`src/rtl/fgp_pkg.sv`:
```
package fgp_pkg;
  localparam int PCNT_W  = 14;
  localparam int SHIFT_W = 4;

  localparam logic [7:0] OP_IDREAD = 8'h9F;
  localparam logic [7:0] OP_STATUS = 8'hD7;
  localparam logic [7:0] VENDOR_ID = 8'h1F;
  localparam logic [2:0] FAMILY_ID = 3'b001;

  typedef enum logic [1:0] {
    E_OK     = 2'd0,
    E_NODEV  = 2'd1,
    E_UNSUP  = 2'd2,
    E_REPROG = 2'd3
  } probe_err_t;

  typedef enum logic [1:0] {PH_ID, PH_SR, PH_CFG} phase_t;

  typedef enum logic [2:0] {S_BOOT, S_XFER, S_WAIT, S_GAP, S_FIN} state_t;

  // binary page layout command, sent in order
  function automatic logic [7:0] layout_byte(input logic [1:0] i);
    case (i)
      2'd0:    return 8'h3D;
      2'd1:    return 8'h2A;
      2'd2:    return 8'h80;
      default: return 8'hA6;
    endcase
  endfunction
endpackage

```
`src/rtl/fgp_spi_byte.sv`:
```
module fgp_spi_byte #(
  parameter int SCLK_HALF = 2
) (
  input  logic       clk,
  input  logic       rst_n,
  input  logic       start,
  input  logic [7:0] tx,
  input  logic       miso,
  output logic       sclk,
  output logic       mosi,
  output logic       busy,
  output logic       fin,
  output logic [7:0] rx
);
  localparam int CW = (SCLK_HALF > 1) ? $clog2(SCLK_HALF) : 1;

  logic [CW-1:0] div;
  logic [2:0]    bitn;
  logic [7:0]    sh;

  assign mosi = sh[7];

  always_ff @(posedge clk or negedge rst_n) begin
    if (!rst_n) begin
      div  <= '0;
      bitn <= '0;
      sh   <= '0;
      rx   <= '0;
      sclk <= 1'b0;
      busy <= 1'b0;
      fin  <= 1'b0;
    end else begin
      fin <= 1'b0;
      if (!busy) begin
        if (start) begin
          busy <= 1'b1;
          sh   <= tx;
          div  <= '0;
          bitn <= '0;
          sclk <= 1'b0;
        end
      end else if (div == CW'(SCLK_HALF - 1)) begin
        div <= '0;
        if (!sclk) begin
          sclk <= 1'b1;
          rx   <= {rx[6:0], miso};
        end else begin
          sclk <= 1'b0;
          if (bitn == 3'd7) begin
            busy <= 1'b0;
            fin  <= 1'b1;
          end else begin
            bitn <= bitn + 3'd1;
            sh   <= {sh[6:0], 1'b0};
          end
        end
      end else begin
        div <= div + CW'(1);
      end
    end
  end
endmodule

```
`src/rtl/fgp_id_decode.sv`:
```
module fgp_id_decode
  import fgp_pkg::*;
(
  input  logic [7:0]         vendor,
  input  logic [7:0]         dev_a,
  output logic               id_ok,
  output logic               cap_ok,
  output logic [SHIFT_W-1:0] shift,
  output logic [PCNT_W-1:0]  pages
);
  logic [4:0] cap;
  logic [3:0] pexp;

  assign cap   = dev_a[4:0];
  assign id_ok = (vendor == VENDOR_ID) && (dev_a[7:5] == FAMILY_ID);

  always_comb begin
    cap_ok = 1'b1;
    shift  = '0;
    pexp   = '0;
    case (cap)
      5'h02, 5'h03, 5'h04, 5'h05: begin
        shift = SHIFT_W'(8);
        pexp  = 4'(cap) + 4'd7;
      end
      5'h06: begin shift = SHIFT_W'(9);  pexp = 4'd12; end
      5'h07: begin shift = SHIFT_W'(9);  pexp = 4'd13; end
      5'h08: begin shift = SHIFT_W'(10); pexp = 4'd13; end
      default: cap_ok = 1'b0;
    endcase
    pages = cap_ok ? (PCNT_W'(1) << pexp) : '0;
  end
endmodule

```
`src/rtl/flash_geom_probe.sv`:
```
module flash_geom_probe
  import fgp_pkg::*;
#(
  parameter int SCLK_HALF = 2
) (
  input  logic                  clk,
  input  logic                  rst_n,
  output logic                  spi_sclk,
  output logic                  spi_cs_n,
  output logic                  spi_mosi,
  input  logic                  spi_miso,
  output logic                  done,
  output logic                  valid,
  output logic [1:0]            err_code,
  output logic [SHIFT_W-1:0]    page_shift,
  output logic [PCNT_W-1:0]     page_count
);
  state_t     st;
  phase_t     ph;
  logic [1:0] idx;
  logic [1:0] last_idx;
  logic [7:0] vendor_q, dev_a_q, status_q;
  logic [7:0] tx_byte;
  logic [7:0] rx_byte;
  logic       eng_busy, eng_fin;
  logic       id_ok, cap_ok;
  logic [SHIFT_W-1:0] dec_shift;
  logic [PCNT_W-1:0]  dec_pages;

  fgp_spi_byte #(.SCLK_HALF(SCLK_HALF)) u_byte (
    .clk   (clk),
    .rst_n (rst_n),
    .start (st == S_XFER),
    .tx    (tx_byte),
    .miso  (spi_miso),
    .sclk  (spi_sclk),
    .mosi  (spi_mosi),
    .busy  (eng_busy),
    .fin   (eng_fin),
    .rx    (rx_byte)
  );

  fgp_id_decode u_dec (
    .vendor (vendor_q),
    .dev_a  (dev_a_q),
    .id_ok  (id_ok),
    .cap_ok (cap_ok),
    .shift  (dec_shift),
    .pages  (dec_pages)
  );

  assign spi_cs_n = !((st == S_XFER) || (st == S_WAIT));

  always_comb begin
    case (ph)
      PH_ID:   begin tx_byte = (idx == 2'd0) ? OP_IDREAD : 8'hFF; last_idx = 2'd3; end
      PH_SR:   begin tx_byte = (idx == 2'd0) ? OP_STATUS : 8'hFF; last_idx = 2'd1; end
      default: begin tx_byte = layout_byte(idx);                   last_idx = 2'd3; end
    endcase
  end

  always_ff @(posedge clk or negedge rst_n) begin
    if (!rst_n) begin
      st         <= S_BOOT;
      ph         <= PH_ID;
      idx        <= '0;
      vendor_q   <= '0;
      dev_a_q    <= '0;
      status_q   <= '0;
      done       <= 1'b0;
      valid      <= 1'b0;
      err_code   <= E_OK;
      page_shift <= '0;
      page_count <= '0;
    end else begin
      case (st)
        S_BOOT: begin
          ph  <= PH_ID;
          idx <= '0;
          st  <= S_XFER;
        end
        S_XFER: st <= S_WAIT;
        S_WAIT: if (eng_fin && !eng_busy) begin
          if (ph == PH_ID && idx == 2'd1) vendor_q <= rx_byte;
          if (ph == PH_ID && idx == 2'd2) dev_a_q  <= rx_byte;
          if (ph == PH_SR && idx == 2'd1) status_q <= rx_byte;
          if (idx == last_idx) st <= S_GAP;
          else begin
            idx <= idx + 2'd1;
            st  <= S_XFER;
          end
        end
        S_GAP: begin
          idx <= '0;
          case (ph)
            PH_ID: begin
              if (!id_ok) begin
                st <= S_FIN; done <= 1'b1; err_code <= E_NODEV;
              end else if (!cap_ok) begin
                st <= S_FIN; done <= 1'b1; err_code <= E_UNSUP;
              end else begin
                ph <= PH_SR; st <= S_XFER;
              end
            end
            PH_SR: begin
              if (!status_q[7]) begin
                st <= S_XFER;
              end else if (status_q[0]) begin
                st         <= S_FIN;
                done       <= 1'b1;
                valid      <= 1'b1;
                err_code   <= E_OK;
                page_shift <= dec_shift;
                page_count <= dec_pages;
              end else begin
                ph <= PH_CFG; st <= S_XFER;
              end
            end
            default: begin
              st <= S_FIN; done <= 1'b1; err_code <= E_REPROG;
            end
          endcase
        end
        default: st <= S_FIN;
      endcase
    end
  end
endmodule

```
`config.mk`:
```
export PLATFORM = sky130hd
export DESIGN_NAME = flash_geom_probe
export DESIGN_NICKNAME = d
export VERILOG_FILES = /design/src/rtl/fgp_pkg.sv /design/src/rtl/fgp_spi_byte.sv /design/src/rtl/fgp_id_decode.sv /design/src/rtl/flash_geom_probe.sv
export SDC_FILE = /design/constraint.sdc
export NUM_CORES = 1
export LEC_CHECK = 0
export ABC_AREA = 0
export BUFFER_PORTS_ARGS = -buffer_cell sky130_fd_sc_hd__buf_2
export CAP_MARGIN = 10
export CORE_MARGIN = 1
export CORE_UTILIZATION = 61
export DETAILED_ROUTE_END_ITERATION = 10
export GPL_TIMING_DRIVEN = 0
export PLACE_DENSITY = 0.81
export RECOVER_POWER = 50
export REMOVE_ABC_BUFFERS = 1
export SLEW_MARGIN = 0
export SYNTH_ARGS = -nofsm -noshare
export SYNTH_HDL_FRONTEND = slang
export SYNTH_SLANG_ARGS = --single-unit
```
`constraint.sdc`:
```
create_clock -name clk -period 5.6 [get_ports clk]
set_clock_uncertainty 0.05 [all_clocks]
set_input_delay 0.56 -clock clk [delete_from_list [all_inputs] [get_ports clk]]
set_output_delay 0.56 -clock clk [all_outputs]
set_load 0.01 [all_outputs]
```
==> flow_summary.json <==
{
  "status": "finished, final reports clean",
  "setup_viol": 0,
  "clk_pin_slew_worst_paths_ps": 70,
  "ys.warnings.count": 0,
  "antenna_found_initial": 0,
  "drtPass1Iterations": 5,
  "drt-total-wl_um": 6130,
  "syn-cell-area_um2": 3410,
  "synth-seq-cells": 69,
  "vias_per_cell": 5.81,
  "place_ws_ps": 2970,
  "ios": 28,
  "hold_path.class": "input pin to async pin",
  "nets": 348,
  "drive_gt1_frac": 0.213,
  "worstSkewPairLatency_ps": 340,
  "drc": 0,
  "powerDensity_nw_per_um2": 234,
  "dieArea_um2": 5890,
  "filler_cell_count": 380,
  "rsz0062_at_grt": "false",
  "path_class": "flop to flop",
  "synth_cell_types": 57,
  "final.period_utilization": 0.410,
  "start_util": 0.651,
  "vias": 2370,
  "port_buffers": 26,
  "seq_area_um2": 1730,
  "syn_area_per_cell_um2": 10.9,
  "cts_tree": "yes",
  "syn_inst": 312,
  "synth-edff-count": 0,
  "cts_max_path_buffers": 2,
  "ys_seq_area_frac": 0.507,
  "die_w_um": 76.8,
  "multi_input_area_um2": 1520,
  "synthFlopType": "dfrtp_1",
  "max_freq_ghz": 0.435,
  "ys_async_sr_fraction": 1.00,
  "cts_hold_buf": 0,
  "setup_tns_ps": 0,
  "hold_violations": 0,
  "core-area_um2": 5240,
  "grt_start_max_net_pins": 70,
  "rows": 26,
  "worstMarginPinSlew_ps": 825,
  "end_kind": "flop",
  "final_area_um2": 3690,
  "postRouteAntennaNets": 0,
  "cts-resized-gates": 0,
  "detail_route.wl_per_cell_um": 15.0,
  "critPathMaxFanout": 20,
  "numCtsBuffers": 9,
  "syn2layout_area_growth_pct": 8.26,
  "gp_congestion": 0.847,
  "grt.total_usage": 0.234,
  "finalCriticalPeriod_ps": 2300,
  "drv_slew": 0,
  "die_h_um": 76.8,
  "cts_setup_buffers": 0,
  "peakVddDrop_mv": 0.188,
  "h-tree-depth": 3,
  "drv_cap": 0,
  "grt_pass1_vias": 2278,
  "slew_headroom": 0.450,
  "num_antenna_cells": 0,
  "grt_overflow_total": 0,
  "worst_slack_ps": 3300,
  "critPathArrivalTime_ps": 2470,
  "grt_pass1_wl_um": 10800,
  "required_ps": 5770,
  "power_leakage_nw": 1.73,
  "placed_cell_area_um2": 3520,
  "clock_sinks": 69,
  "critPathLaunchType": "flop",
  "drt_iter0_drc": 171,
  "dpl.hpwl_um": 4190,
  "root_buffer": "clkbuf_8"
}
layout by cell type, fill, tap and decap left out, types with 3 or more instances in the layout:
cell type   n
nor2b_1     5
or2_2       4
o41ai_1     6
clkbuf_1   11
o21ai_0    13
mux2_2     27
nand2_1    25
o31ai_1     4
and2_1      6
a21oi_1    15
nand2b_1    9
clkbuf_8   10
nor2_1     19
a221oi_1    3
buf_2      15
nand3b_1    3
nand3_1     7
o22ai_1     4
inv_1      14
nor3_1      8
dfrtp_1    69
ha_1       11
cell usage after synthesis (all sizes together) (3+ instances only):
| cell | count | area share |
|---|---|---|
| a21oi | 15 | 0.022 |
| o41ai | 6 | 0.015 |
| nand2b | 9 | 0.017 |
| o21ai | 15 | 0.024 |
| and2 | 6 | 0.011 |
| nor2b | 5 | 0.0092 |
| dfrtp | 69 | 0.51 |
| nand3b | 3 | 0.0066 |
| nor2 | 20 | 0.023 |
| or2 | 4 | 0.0073 |
| mux2 | 28 | 0.093 |
| nor3 | 8 | 0.012 |
| a221oi | 4 | 0.015 |
| ha | 11 | 0.040 |
| nand3 | 7 | 0.010 |
| nand2 | 26 | 0.029 |
| inv | 14 | 0.015 |
| o31ai | 4 | 0.0088 |
| o22ai | 4 | 0.0073 |
| buf | 13 | 0.028 |
| clkbuf | 3 | 0.0033 |
layout make-up:
type | count | share of cell area
inverter | 15 | 0.0153
sequential | 69 | 0.468
clock inverter | 4 | 0.00678
tap | 70 | 0.0237
clock buffer | 11 | 0.0383
timing repair buffer | 27 | 0.0366
multi-input combinational | 212 | 0.411
report_power, final:
part           switching [W]  leakage, nW  internal, W
sequential        0.00000313        0.890     0.000501
combinational     0.00000990        0.760   0.00000286
clock               0.000178       0.0812     0.000169
cell families (layout without fill, tap and decap cells):
group | Yosys count | after routing | synth area share
AOI/OAI and AO/OA | 67 | 67 | 0.144
buffers and inverters | 31 | 57 | 0.0481
xor gates and xnor gates | 3 | 3 | 0.00771
and+or+nand+nor | 100 | 100 | 0.154
DFF | 69 | 69 | 0.507
other | 1 | 1 | 0.00110
adders and majority gates | 11 | 11 | 0.0404
muxes | 30 | 30 | 0.0984
worst max-delay path, cell delays in order (launching register included):
cell and delay [ps]:
dfrtp_1 610, or3b_1 520, o21ai_2 630, mux2_1 380
flip-flops by register name (all words and copies together) (netlist names):
register / flops
u_byte.busy: 1
u_byte.bitn: 3
u_byte.div: 1
st: 3
u_byte.rx: 8
u_byte.sclk: 1
page_shift: 3
idx: 2
u_byte.fin: 1
page_count: 14
vendor_q: 8
status_q: 2
done: 1
valid: 1
err_code: 2
dev_a_q: 8
u_byte.sh: 8
ph: 2
through the flow:
| stage | total power, W | utilization | std cells | hold WS [ps] |
|---|---|---|---|---|
| 2_1_floorplan | 0.000516 | - | 296 | 214 |
| 3_3_place_gp | 0.000527 | 0.672 | 392 | 393 |
| 3_5_place_dp | 0.000527 | 0.672 | 392 | 397 |
| 4_1_cts | 0.000872 | 0.704 | 407 | 296 |
| 5_1_grt | 0.000895 | 0.704 | 408 | 347 |
| 6_report | 0.000864 | 0.704 | 408 | 280 |
metal layers:
metal  up-vias  track usage  share of wire
met5         -            0              0
met4         0       0.0788          0.011
met3         7       0.0690          0.058
met2        78        0.354           0.46
met1      1128        0.324           0.47
li1       1157            -              -
worst paths after layout:
path / startpoint / end / slack (ps) / cells past startpoint
min: rst_n / page_count[13] / 280 / 1
max: st[0] / u_byte.bitn[0] / 3300 / 3
min in group clk: spi_miso / u_byte.rx[0] / 400 / 2
max reg2reg: st[0] / u_byte.bitn[0] / 3300 / 3
min reg2reg: valid / valid / 410 / 1
max in group asynchronous: rst_n / u_byte.sh[0] / 4690 / 1
(Power assumes the default switching activity.)
